File: config.mk
export PLATFORM = sky130hd
export DESIGN_NAME = rx_addr_filter
export DESIGN_NICKNAME = d
export VERILOG_FILES = /design/src/rtl/rxf_pkg.sv /design/src/rtl/rxf_cfg.sv /design/src/rtl/rxf_dest_capture.sv /design/src/rtl/rxf_classify.sv /design/src/rtl/rxf_gate.sv /design/src/rtl/rx_addr_filter.sv
export SDC_FILE = /design/constraint.sdc
export NUM_CORES = 1
export LEC_CHECK = 0
export BUFFER_PORTS_ARGS = -buffer_cell sky130_fd_sc_hd__buf_2
export CAP_MARGIN = 5
export CORE_MARGIN = 4
export CORE_UTILIZATION = 30
export DETAILED_ROUTE_END_ITERATION = 10
export SETUP_SLACK_MARGIN = 0.5
export SLEW_MARGIN = 0
export SYNTH_ARGS = -nofsm -noshare
export SYNTH_HDL_FRONTEND = slang
export SYNTH_HIERARCHICAL = 1
export SYNTH_SLANG_ARGS = --single-unit
File: constraint.sdc
create_clock -name clk -period 3.6 [get_ports clk]
set_clock_uncertainty 0.2 [all_clocks]
set_input_delay 0.72 -clock clk [delete_from_list [all_inputs] [get_ports clk]]
set_output_delay 0.72 -clock clk [all_outputs]
set_load 0.05 [all_outputs]
File: src/rtl/rxf_pkg.sv
package rxf_pkg;

  localparam int BYTE_W     = 8;
  localparam int DA_BYTES   = 6;
  localparam int DA_W       = DA_BYTES * BYTE_W;
  localparam int CRC_W      = 32;
  localparam logic [CRC_W-1:0] CRC_POLY = 32'hEDB8_8320;
  localparam logic [CRC_W-1:0] CRC_SEED = 32'hFFFF_FFFF;

  typedef enum logic [2:0] {
    GS_IDLE,
    GS_COLLECT,
    GS_DECIDE,
    GS_FLUSH,
    GS_PASS,
    GS_DISCARD
  } gate_state_e;

  // One byte of reflected CRC-32, least significant bit of the byte first.
  function automatic logic [CRC_W-1:0] crc_step(input logic [CRC_W-1:0] c,
                                                input logic [BYTE_W-1:0] d);
    logic [CRC_W-1:0] r;
    logic             fb;
    r = c;
    for (int i = 0; i < BYTE_W; i++) begin
      fb = r[0] ^ d[i];
      r  = r >> 1;
      if (fb) r = r ^ CRC_POLY;
    end
    return r;
  endfunction

endpackage

File: src/rtl/rxf_cfg.sv
module rxf_cfg
  import rxf_pkg::*;
#(
  parameter int HASH_IDX_W = 6,
  parameter int CFG_AW     = 4
) (
  input  logic                        clk,
  input  logic                        rst_n,
  input  logic                        cfg_we,
  input  logic [CFG_AW-1:0]           cfg_addr,
  input  logic [31:0]                 cfg_wdata,
  input  logic                        commit,
  output logic [DA_W-1:0]             act_station,
  output logic [(1<<HASH_IDX_W)-1:0]  act_hash,
  output logic                        act_promisc
);

  localparam int HASH_N     = 1 << HASH_IDX_W;
  localparam int HASH_WORDS = HASH_N / 32;
  localparam int CTRL_ADDR  = 2 + HASH_WORDS;

  logic [DA_W-1:0]   stg_station;
  logic [HASH_N-1:0] stg_hash;
  logic              stg_promisc;

  // Staging copy: written at any time.
  always_ff @(posedge clk or negedge rst_n) begin
    if (!rst_n) begin
      stg_station <= '0;
      stg_hash    <= '0;
      stg_promisc <= 1'b0;
    end else if (cfg_we) begin
      if (cfg_addr == CFG_AW'(0)) stg_station[31:0]  <= cfg_wdata;
      if (cfg_addr == CFG_AW'(1)) stg_station[47:32] <= cfg_wdata[15:0];
      for (int w = 0; w < HASH_WORDS; w++) begin
        if (cfg_addr == CFG_AW'(2 + w)) stg_hash[w*32 +: 32] <= cfg_wdata;
      end
      if (cfg_addr == CFG_AW'(CTRL_ADDR)) stg_promisc <= cfg_wdata[0];
    end
  end

  // Working copy: refreshed only at a frame's first byte.
  always_ff @(posedge clk or negedge rst_n) begin
    if (!rst_n) begin
      act_station <= '0;
      act_hash    <= '0;
      act_promisc <= 1'b0;
    end else if (commit) begin
      act_station <= stg_station;
      act_hash    <= stg_hash;
      act_promisc <= stg_promisc;
    end
  end

endmodule

File: src/rtl/rxf_dest_capture.sv
module rxf_dest_capture
  import rxf_pkg::*;
#(
  parameter int IDX_W = 3
) (
  input  logic              clk,
  input  logic              rst_n,
  input  logic              take,
  input  logic              first,
  input  logic [IDX_W-1:0]  idx,
  input  logic [BYTE_W-1:0] data,
  output logic [DA_W-1:0]   da,
  output logic [CRC_W-1:0]  crc
);

  always_ff @(posedge clk or negedge rst_n) begin
    if (!rst_n) begin
      da  <= '0;
      crc <= CRC_SEED;
    end else if (take) begin
      if (first) begin
        da  <= {data, {(DA_W-BYTE_W){1'b0}}};
        crc <= crc_step(CRC_SEED, data);
      end else begin
        for (int i = 1; i < DA_BYTES; i++) begin
          if (idx == IDX_W'(i)) da[(DA_BYTES-1-i)*BYTE_W +: BYTE_W] <= data;
        end
        crc <= crc_step(crc, data);
      end
    end
  end

endmodule

File: src/rtl/rxf_classify.sv
module rxf_classify
  import rxf_pkg::*;
#(
  parameter int HASH_IDX_W = 6
) (
  input  logic [DA_W-1:0]             da,
  input  logic [CRC_W-1:0]            crc,
  input  logic                        hdr_full,
  input  logic [DA_W-1:0]             station,
  input  logic [(1<<HASH_IDX_W)-1:0]  hash,
  input  logic                        promisc,
  output logic                        accept
);

  logic                  is_bcast;
  logic                  is_group;
  logic                  is_self;
  logic                  hash_hit;
  logic [HASH_IDX_W-1:0] hidx;

  always_comb begin
    is_bcast = &da;
    is_group = da[DA_W-BYTE_W];
    is_self  = (da == station);
    hidx     = crc[HASH_IDX_W-1:0];
    hash_hit = hash[hidx];
    accept   = hdr_full & (promisc | is_bcast | is_self | (is_group & hash_hit));
  end

endmodule

File: src/rtl/rxf_gate.sv
module rxf_gate
  import rxf_pkg::*;
#(
  parameter int DEPTH = 6,
  parameter int IDX_W = $clog2(DEPTH + 1)
) (
  input  logic              clk,
  input  logic              rst_n,
  input  logic              s_valid,
  output logic              s_ready,
  input  logic [BYTE_W-1:0] s_data,
  input  logic              s_sof,
  input  logic              s_eof,
  output logic              m_valid,
  input  logic              m_ready,
  output logic [BYTE_W-1:0] m_data,
  output logic              m_sof,
  output logic              m_eof,
  input  logic              accept,
  output logic              dec_valid,
  output logic              dec_accept,
  output logic              cap_take,
  output logic              cap_first,
  output logic [IDX_W-1:0]  cap_idx,
  output logic              hdr_full,
  output logic              commit
);

  localparam logic [IDX_W-1:0] FULL_CNT = IDX_W'(DEPTH);

  gate_state_e       state;
  logic [BYTE_W-1:0] hold [DEPTH];
  logic [IDX_W-1:0]  cnt;
  logic [IDX_W-1:0]  rd;
  logic              last_eof;
  logic              in_fire;
  logic [IDX_W-1:0]  wr;
  logic [IDX_W-1:0]  wr_nxt;
  logic              in_frame_start;

  always_comb begin
    unique case (state)
      GS_IDLE, GS_COLLECT, GS_DISCARD: s_ready = 1'b1;
      GS_PASS:                         s_ready = m_ready;
      default:                         s_ready = 1'b0;
    endcase
  end

  assign in_fire        = s_valid & s_ready;
  assign in_frame_start = in_fire & s_sof & ((state == GS_IDLE) | (state == GS_COLLECT));
  assign cap_first      = in_frame_start;
  assign cap_take       = in_frame_start | (in_fire & (state == GS_COLLECT));
  assign wr             = cap_first ? '0 : cnt;
  assign wr_nxt         = wr + 1'b1;
  assign cap_idx        = wr;
  assign commit         = in_frame_start;
  assign hdr_full       = (cnt == FULL_CNT);
  assign dec_valid      = (state == GS_DECIDE);
  assign dec_accept     = (state == GS_DECIDE) & accept;

  always_comb begin
    m_valid = 1'b0;
    m_data  = '0;
    m_sof   = 1'b0;
    m_eof   = 1'b0;
    if (state == GS_FLUSH) begin
      m_valid = 1'b1;
      m_data  = hold[rd];
      m_sof   = (rd == '0);
      m_eof   = last_eof & (rd == cnt - 1'b1);
    end else if (state == GS_PASS) begin
      m_valid = s_valid;
      m_data  = s_data;
      m_eof   = s_eof;
    end
  end

  always_ff @(posedge clk) begin
    if (cap_take) begin
      for (int i = 0; i < DEPTH; i++) begin
        if (wr == IDX_W'(i)) hold[i] <= s_data;
      end
    end
  end

  always_ff @(posedge clk or negedge rst_n) begin
    if (!rst_n) begin
      state    <= GS_IDLE;
      cnt      <= '0;
      rd       <= '0;
      last_eof <= 1'b0;
    end else begin
      unique case (state)
        GS_IDLE, GS_COLLECT: begin
          if (cap_take) begin
            cnt      <= wr_nxt;
            last_eof <= s_eof;
            if (s_eof || wr_nxt == FULL_CNT) state <= GS_DECIDE;
            else                             state <= GS_COLLECT;
          end
        end
        GS_DECIDE: begin
          rd <= '0;
          if (accept)        state <= GS_FLUSH;
          else if (last_eof) state <= GS_IDLE;
          else               state <= GS_DISCARD;
        end
        GS_FLUSH: begin
          if (m_ready) begin
            rd <= rd + 1'b1;
            if (rd == cnt - 1'b1) state <= last_eof ? GS_IDLE : GS_PASS;
          end
        end
        GS_PASS, GS_DISCARD: begin
          if (in_fire && s_eof) state <= GS_IDLE;
        end
        default: state <= GS_IDLE;
      endcase
    end
  end

endmodule

File: src/rtl/rx_addr_filter.sv
module rx_addr_filter
  import rxf_pkg::*;
#(
  parameter int HASH_IDX_W = 6,
  parameter int CFG_AW     = 4
) (
  input  logic              clk,
  input  logic              rst_n,
  input  logic              s_valid,
  output logic              s_ready,
  input  logic [7:0]        s_data,
  input  logic              s_sof,
  input  logic              s_eof,
  output logic              m_valid,
  input  logic              m_ready,
  output logic [7:0]        m_data,
  output logic              m_sof,
  output logic              m_eof,
  output logic              dec_valid,
  output logic              dec_accept,
  input  logic              cfg_we,
  input  logic [CFG_AW-1:0] cfg_addr,
  input  logic [31:0]       cfg_wdata
);

  localparam int HASH_N = 1 << HASH_IDX_W;
  localparam int IDX_W  = $clog2(DA_BYTES + 1);

  logic [DA_W-1:0]   act_station;
  logic [HASH_N-1:0] act_hash;
  logic              act_promisc;
  logic              commit;
  logic              cap_take;
  logic              cap_first;
  logic [IDX_W-1:0]  cap_idx;
  logic [DA_W-1:0]   da_q;
  logic [CRC_W-1:0]  crc_q;
  logic              hdr_full;
  logic              accept;

  rxf_cfg #(.HASH_IDX_W(HASH_IDX_W), .CFG_AW(CFG_AW)) u_cfg (
    .clk(clk), .rst_n(rst_n), .cfg_we(cfg_we), .cfg_addr(cfg_addr),
    .cfg_wdata(cfg_wdata), .commit(commit), .act_station(act_station),
    .act_hash(act_hash), .act_promisc(act_promisc)
  );

  rxf_dest_capture #(.IDX_W(IDX_W)) u_cap (
    .clk(clk), .rst_n(rst_n), .take(cap_take), .first(cap_first),
    .idx(cap_idx), .data(s_data), .da(da_q), .crc(crc_q)
  );

  rxf_classify #(.HASH_IDX_W(HASH_IDX_W)) u_cls (
    .da(da_q), .crc(crc_q), .hdr_full(hdr_full), .station(act_station),
    .hash(act_hash), .promisc(act_promisc), .accept(accept)
  );

  rxf_gate #(.DEPTH(DA_BYTES), .IDX_W(IDX_W)) u_gate (
    .clk(clk), .rst_n(rst_n),
    .s_valid(s_valid), .s_ready(s_ready), .s_data(s_data), .s_sof(s_sof), .s_eof(s_eof),
    .m_valid(m_valid), .m_ready(m_ready), .m_data(m_data), .m_sof(m_sof), .m_eof(m_eof),
    .accept(accept), .dec_valid(dec_valid), .dec_accept(dec_accept),
    .cap_take(cap_take), .cap_first(cap_first), .cap_idx(cap_idx),
    .hdr_full(hdr_full), .commit(commit)
  );

endmodule

======== Word-level counts from Yosys, hierarchy flattened ========
Memory sizes are Yosys's and may differ from the RTL's.
Cells that the tools add are included.
W data, S select, Z words.
operators by class
  $add $sub $neg .......................... 3
  multipliers ............................. 0
  divide/modulo/power cells ............... 0
  order comparisons ....................... 1
  eq/ne operators ......................... 22
  shift operators ......................... 0
  mux-type cells .......................... 106
  bitwise logic cells ..................... 43
  reductions and logical operators ........ 35
operator list
  operator               number
  $mux W32               45
  $not A13 Y14           15
  $mux W8                12
  $eq A48 B48 Y1         1
  $reduce_and A48 Y1     1
  $mux W3                14
  $mux W40               1
  $reduce_or A8 Y1       5
  $mux W1                29
  $reduce_and A2 Y1      13
  $eq A3 B3 Y1 const B   6
  $xor A1 B1 Y1          15
  $eq A3 B2 Y1 const B   4
  $pmux W3 S4            1
  $reduce_bool A2 Y1     6
  $logic_not A3 Y1       3
  $and A1 B1 Y1          8
  $eq A4 B2 Y1 const B   2
  $lt A6 B7 Y1 const B   1
  $add A3 B1 Y3 const B  2
  $bmux W1 S6            1
  $eq A3 B1 Y1 const B   2
  $ne A2 B2 Y1 const B   3
  $pmux W3 S2            1
  other kinds (14)       19
storage, ports and cells
  register bits after elaboration ......... 316
  bits in latches ......................... 0
  RAM bits ................................ 48
  memory bits (read-only) ................. 0
  bits of input ports ..................... 51
  output and inout port bits .............. 14
  word-level logic and storage cells ...... 230
  memories ................................ 1
memories
  memory       words  bits a word  rd ports  clocked after Yosys merged registers in  write ports  line            RTL
  u_gate.hold  6      8            1         0                                        1            rxf_gate.sv:32  logic [BYTE_W-1:0] hold [DEPTH];

======== Longest topological paths before layout ========
  depth after elaboration ................. 35
  gate-level depth with buffers ........... 11

======== By module ========
Netlist, hierarchy kept.
by module, submodules not included
  module            instances  cells each  area an instance (um^2)  seq. area each (um^2)
  rxf_cfg           1          483         8398.1                   5655.4
  rxf_dest_capture  1          452         4775.8                   2042.0
  rxf_gate          1          191         2667.6                   1691.6
  rxf_classify      1          125         1204.9                   0.0

======== Least setup slack after synthesis ========
OpenSTA, ideal clock, no wires.
  path type ............................... flip-flop to output port
  start ................................... reg u_gate.state[0]
  end ..................................... out m_data[0]
  arrival time ............................ 2.196 ns
  data required time ...................... 2.680 ns
  path slack .............................. 0.484 ns
  stages on the path, launching flop included .. 6
  cells stage by stage .................... dfrtp_1 clkbuf_1 and3b_1 buf_2 o221ai_1 o21ai_0
on the way
  cells in the longest elaborated chain, start to end .. 3
  elaborated cells on any way between the ends .. 4
  classes of those cells .................. eq/ne (2); mux (2)
RTL lines
  item                      line                  RTL
  start: declaration        rxf_gate.sv:31        gate_state_e state;
  start signal: assignment  rxf_gate.sv:111       if (rd == cnt - 1'b1) state <= last_eof ? GS_IDLE : GS_PASS;
  $eq A3 B3 Y1              rxf_gate.sv:71        end else if (state == GS_PASS) begin
  $mux W8                   rxf_gate.sv:71
  $mux W8 (*)               rxf_gate.sv:66        if (state == GS_FLUSH) begin
  end: declaration          rx_addr_filter.sv:16  output logic [7:0] m_data,
Mark *: on every way between the ends. The rest lies on a longest branch, timed or not.

======== Worst setup path in the final report ========
  start ................................... reg u_cap.crc[1]
  end ..................................... out dec_accept
on the way
  cells in the longest elaborated chain, start to end .. 6
RTL lines
  item                           line                    RTL
  start: declaration             rxf_dest_capture.sv:13  output logic [CRC_W-1:0] crc
  start signal: assignment       rxf_dest_capture.sv:23  crc <= crc_step(CRC_SEED, data);
  start signal: assignment       rxf_dest_capture.sv:28  crc <= crc_step(crc, data);
  $bmux W1 S6                    rxf_classify.sv:26      hash_hit = hash[hidx];
  $mux W1 (implied by the code)  rxf_classify.sv:26
  $and A1 B1 Y1                  rxf_classify.sv:27      accept = hdr_full & (promisc | is_bcast | is_self | (is_group & hash_hit));
  $or A1 B1 Y1                   rxf_classify.sv:27
  $and A1 B1 Y1                  rxf_classify.sv:27
  net accept                     rx_addr_filter.sv:39    logic accept;
  $and A1 B1 Y1                  rxf_gate.sv:59          assign dec_accept = (state == GS_DECIDE) & accept;
  end: declaration               rx_addr_filter.sv:20    output logic dec_accept,
The timed path passes the listed nets, and every way through them passes these cells. The select of a mux whose other input is x is not followed.

==> impl_metrics.ini <==
[timing]
worstMarginPinSlew_ps = 629
max_freq_mhz = 261
hold_viol_final = 0
setup_slack_ps = -236
slew_headroom_pct = 57.8
rsz0062_at_grt = true
post-route-period-util_pct = 107
setup_violations = 1
drv_slew = 0
layout_min_cycle_time_ps = 3840

[clock_tree]
clockRootBuffer = clkbuf_16
insertion_delay_ps = 550
cts.path.max_buffers = 3
clock_sinks = 364
cts_max_level = 2
path_clk_slew_ps = 60
cts_tree = done
cts_buffers = 40

[placement]
place_ws_ps = 138
hpwl_um = 28400
portBuffers = 64
gp_congestion = 0.890

[yosys]
ys_ff_latch = 364
yosysSeqAreaShare_pct = 55.1
syn-num-nets = 1311
synth_enable_flop_cells = 48
synth_ff_type = dfrtp_1
synthCells = 1251
netlist_area_um2 = 17000
yosys_warnings = 6
synth.distinct_cells = 70
async_flop_share_pct = 86.8
syn_area_per_cell_um2 = 13.6

[critical_path]
cp-end-kind = output port
crit_arrival_ps = 2920
required_ps = 2680
reg2reg_depth = 9
cp-start-kind = flop
cp_max_fo = 7
path_class = flop to output port

[drt]
drt_iter0_markers = 672
antenna_left = 0
first_pass_iters = 5
routed_wl_um = 41600
via_per_inst = 4.88
num_vias = 10300
wl_per_cell_um = 19.7
drc = 0

[hold_path]
whs_path_depth = 2
hold_class = primary input to flop

[final_layout]
final_common_cell = dfrtp_1
final_cell_mix = dfrtp_1, mux2_2, xnor2_1, o21ai_0, buf_2
area_growth_pct = 16.0
num-nets-final = 1382
antenna_cells = 0
drive_gt1_share_pct = 36.2

[global_route]
grt_overflow_total = 0
grt_pass1_wl_um = 65200
antenna_found_initial = 1
grt_use_total_pct = 13.8
grt_pass1_vias = 10600
grt_max_degree = 101

[pwr]
switchingPower_mw = 6.05
p_int_mw = 12.1
seqPwrFrac_pct = 38.9
power_density_nw_per_um2 = 917
p_clk_share_pct = 23.5
peakVddDrop_mv = 0.425
leakage_nw = 8.20
p_comb_share_pct = 37.6
switching_share_pct = 33.4
power_mw = 18.1

[floorplanning]
start_util_pct = 30.3
die_y_um = 246
rows = 87
die_area_um2 = 60700
die_x_um = 246
core-area_um2 = 56300
io_pins = 65

[status]
failed_checks = negative setup slack
outcome = complete, but fails checks

[run]
maxCapViolCount = 0
-- power by group through the flow --
stage,clock [mW],combinational [mW],sequential [mW]
after global placement,0,6.43,7.08
after global routing,4.57,7.44,7.22
final,4.27,6.82,7.05
after CTS,4.39,6.74,7.07
after floorplan,0,5.49,6.42
after detailed placement,0,6.57,7.11
-- timing repair --
action,CTS,global route
setup endpoints to repair,13,10
pin swaps,6,1
cloned,1,0
hold buffers,1,0
resized for setup,27,8
setup buffers,5,3
endpoints found under the hold margin,46,0
-- stage by stage --
step                utilization [%]  std cells  cell area (um^2)  setup TNS (ps)  hold slack (ps)
floorplan                         -       1251             17000               0              224
global placement               32.4       2026             18200               0              260
detailed placement             32.4       2026             18200               0              281
CTS                            35.1       2107             19700            -289              207
global route                   35.1       2110             19800            -325              220
finish                         35.1       2110             19800            -236              231
-- metal layers --
metal | part of all wire [%] | wire length (um) | GRT usage (%) | up-vias
met5 | 0 | 0 | 0 | -
met4 | 1.6 | 659 | 2.85 | 0
met3 | 4.5 | 1870 | 2.23 | 47
met2 | 47 | 19600 | 22.2 | 251
met1 | 47 | 19400 | 19.8 | 5384
li1 | - | - | - | 4606
-- worst paths after layout --
check / from / end / slack (ps)
hold / removal: cfg_wdata[21] / u_cfg/stg_hash[53] / 230
max in group asynchronous: rst_n / u_gate/rd[0] / 1800
setup / recovery: u_cap/crc[1] / dec_accept / -240
hold reg to reg: u_cap/crc[30] / u_cap/crc[30] / 280
setup reg to reg: u_cap/crc[1] / u_gate/state[0] / 480
min in group asynchronous: rst_n / u_cfg/act_hash[54] / 480
-- cells in the mapped netlist, types with 4 or more instances --
library cell / instances / area [um^2]
mux2i_1: 14 / 140
o221ai_1: 8 / 70.1
o211ai_1: 6 / 45.0
clkbuf_1: 23 / 86.3
nand2b_1: 5 / 31.3
edfxtp_1: 48 / 1440
buf_6: 7 / 78.8
xnor3_1: 12 / 270
xor2_1: 31 / 272
nor2_1: 52 / 195
o21ai_0: 68 / 340
buf_2: 28 / 140
nor4_1: 12 / 75.1
ha_1: 9 / 113
nand4_1: 22 / 138
dfrtp_1: 284 / 7110
dfstp_2: 32 / 841
inv_1: 16 / 60.1
and3_1: 5 / 31.3
nand3_1: 54 / 270
mux4_1: 7 / 184
a31oi_1: 5 / 31.3
a21oi_1: 21 / 105
buf_1: 4 / 15.0
buf_4: 7 / 52.6
mux4_2: 16 / 360
xnor2_2: 7 / 114
xnor2_1: 109 / 955
mux2_2: 241 / 2710
nand2_1: 41 / 154
-- cells by family (layout without fill, tap and decap cells) --
family | Yosys count | count (layout) | share of synthesized area (%)
fa+ha+maj | 9 | 9 | 0.661
xor+xnor | 168 | 168 | 10.7
simple gates | 213 | 214 | 6.31
compound gates | 128 | 128 | 4.46
buf+inv | 90 | 192 | 2.75
flops | 364 | 364 | 55.1
mux | 279 | 279 | 20.0
-- area by class of cell --
class | count | area [um^2]
Sequential cell | 364 | 9400
Tap cell | 756 | 946
Multi-Input combinational cell | 798 | 7210
Clock buffer | 64 | 1200
Clock inverter | 10 | 189
Fill cell | 5505 | 36500
Inverter | 17 | 68.8
Timing Repair Buffer | 101 | 768
-- sequential cells by signal, indices dropped and copies added (netlist names) --
signal	count
u_cfg/act_promisc	1
u_cfg/stg_station	48
u_gate/state	3
u_cfg/stg_hash	64
u_gate/cnt	3
u_cap/da	48
u_cfg/act_hash	64
u_gate/last_eof	1
u_cfg/stg_promisc	1
u_cfg/act_station	48
u_gate/rd	3
u_cap/crc	32
u_gate/hold	48
-- critical path, cell delays in order (launching register included) --
cell     delay, ps
dfstp_4        700
mux4_2         510
mux2_4         270
a211o_1        270
nand3_1         90
nand3_2         90
buf_6          160
and2_4         140
buf_8          140
Note: power is estimated with default switching activity, not from simulation.
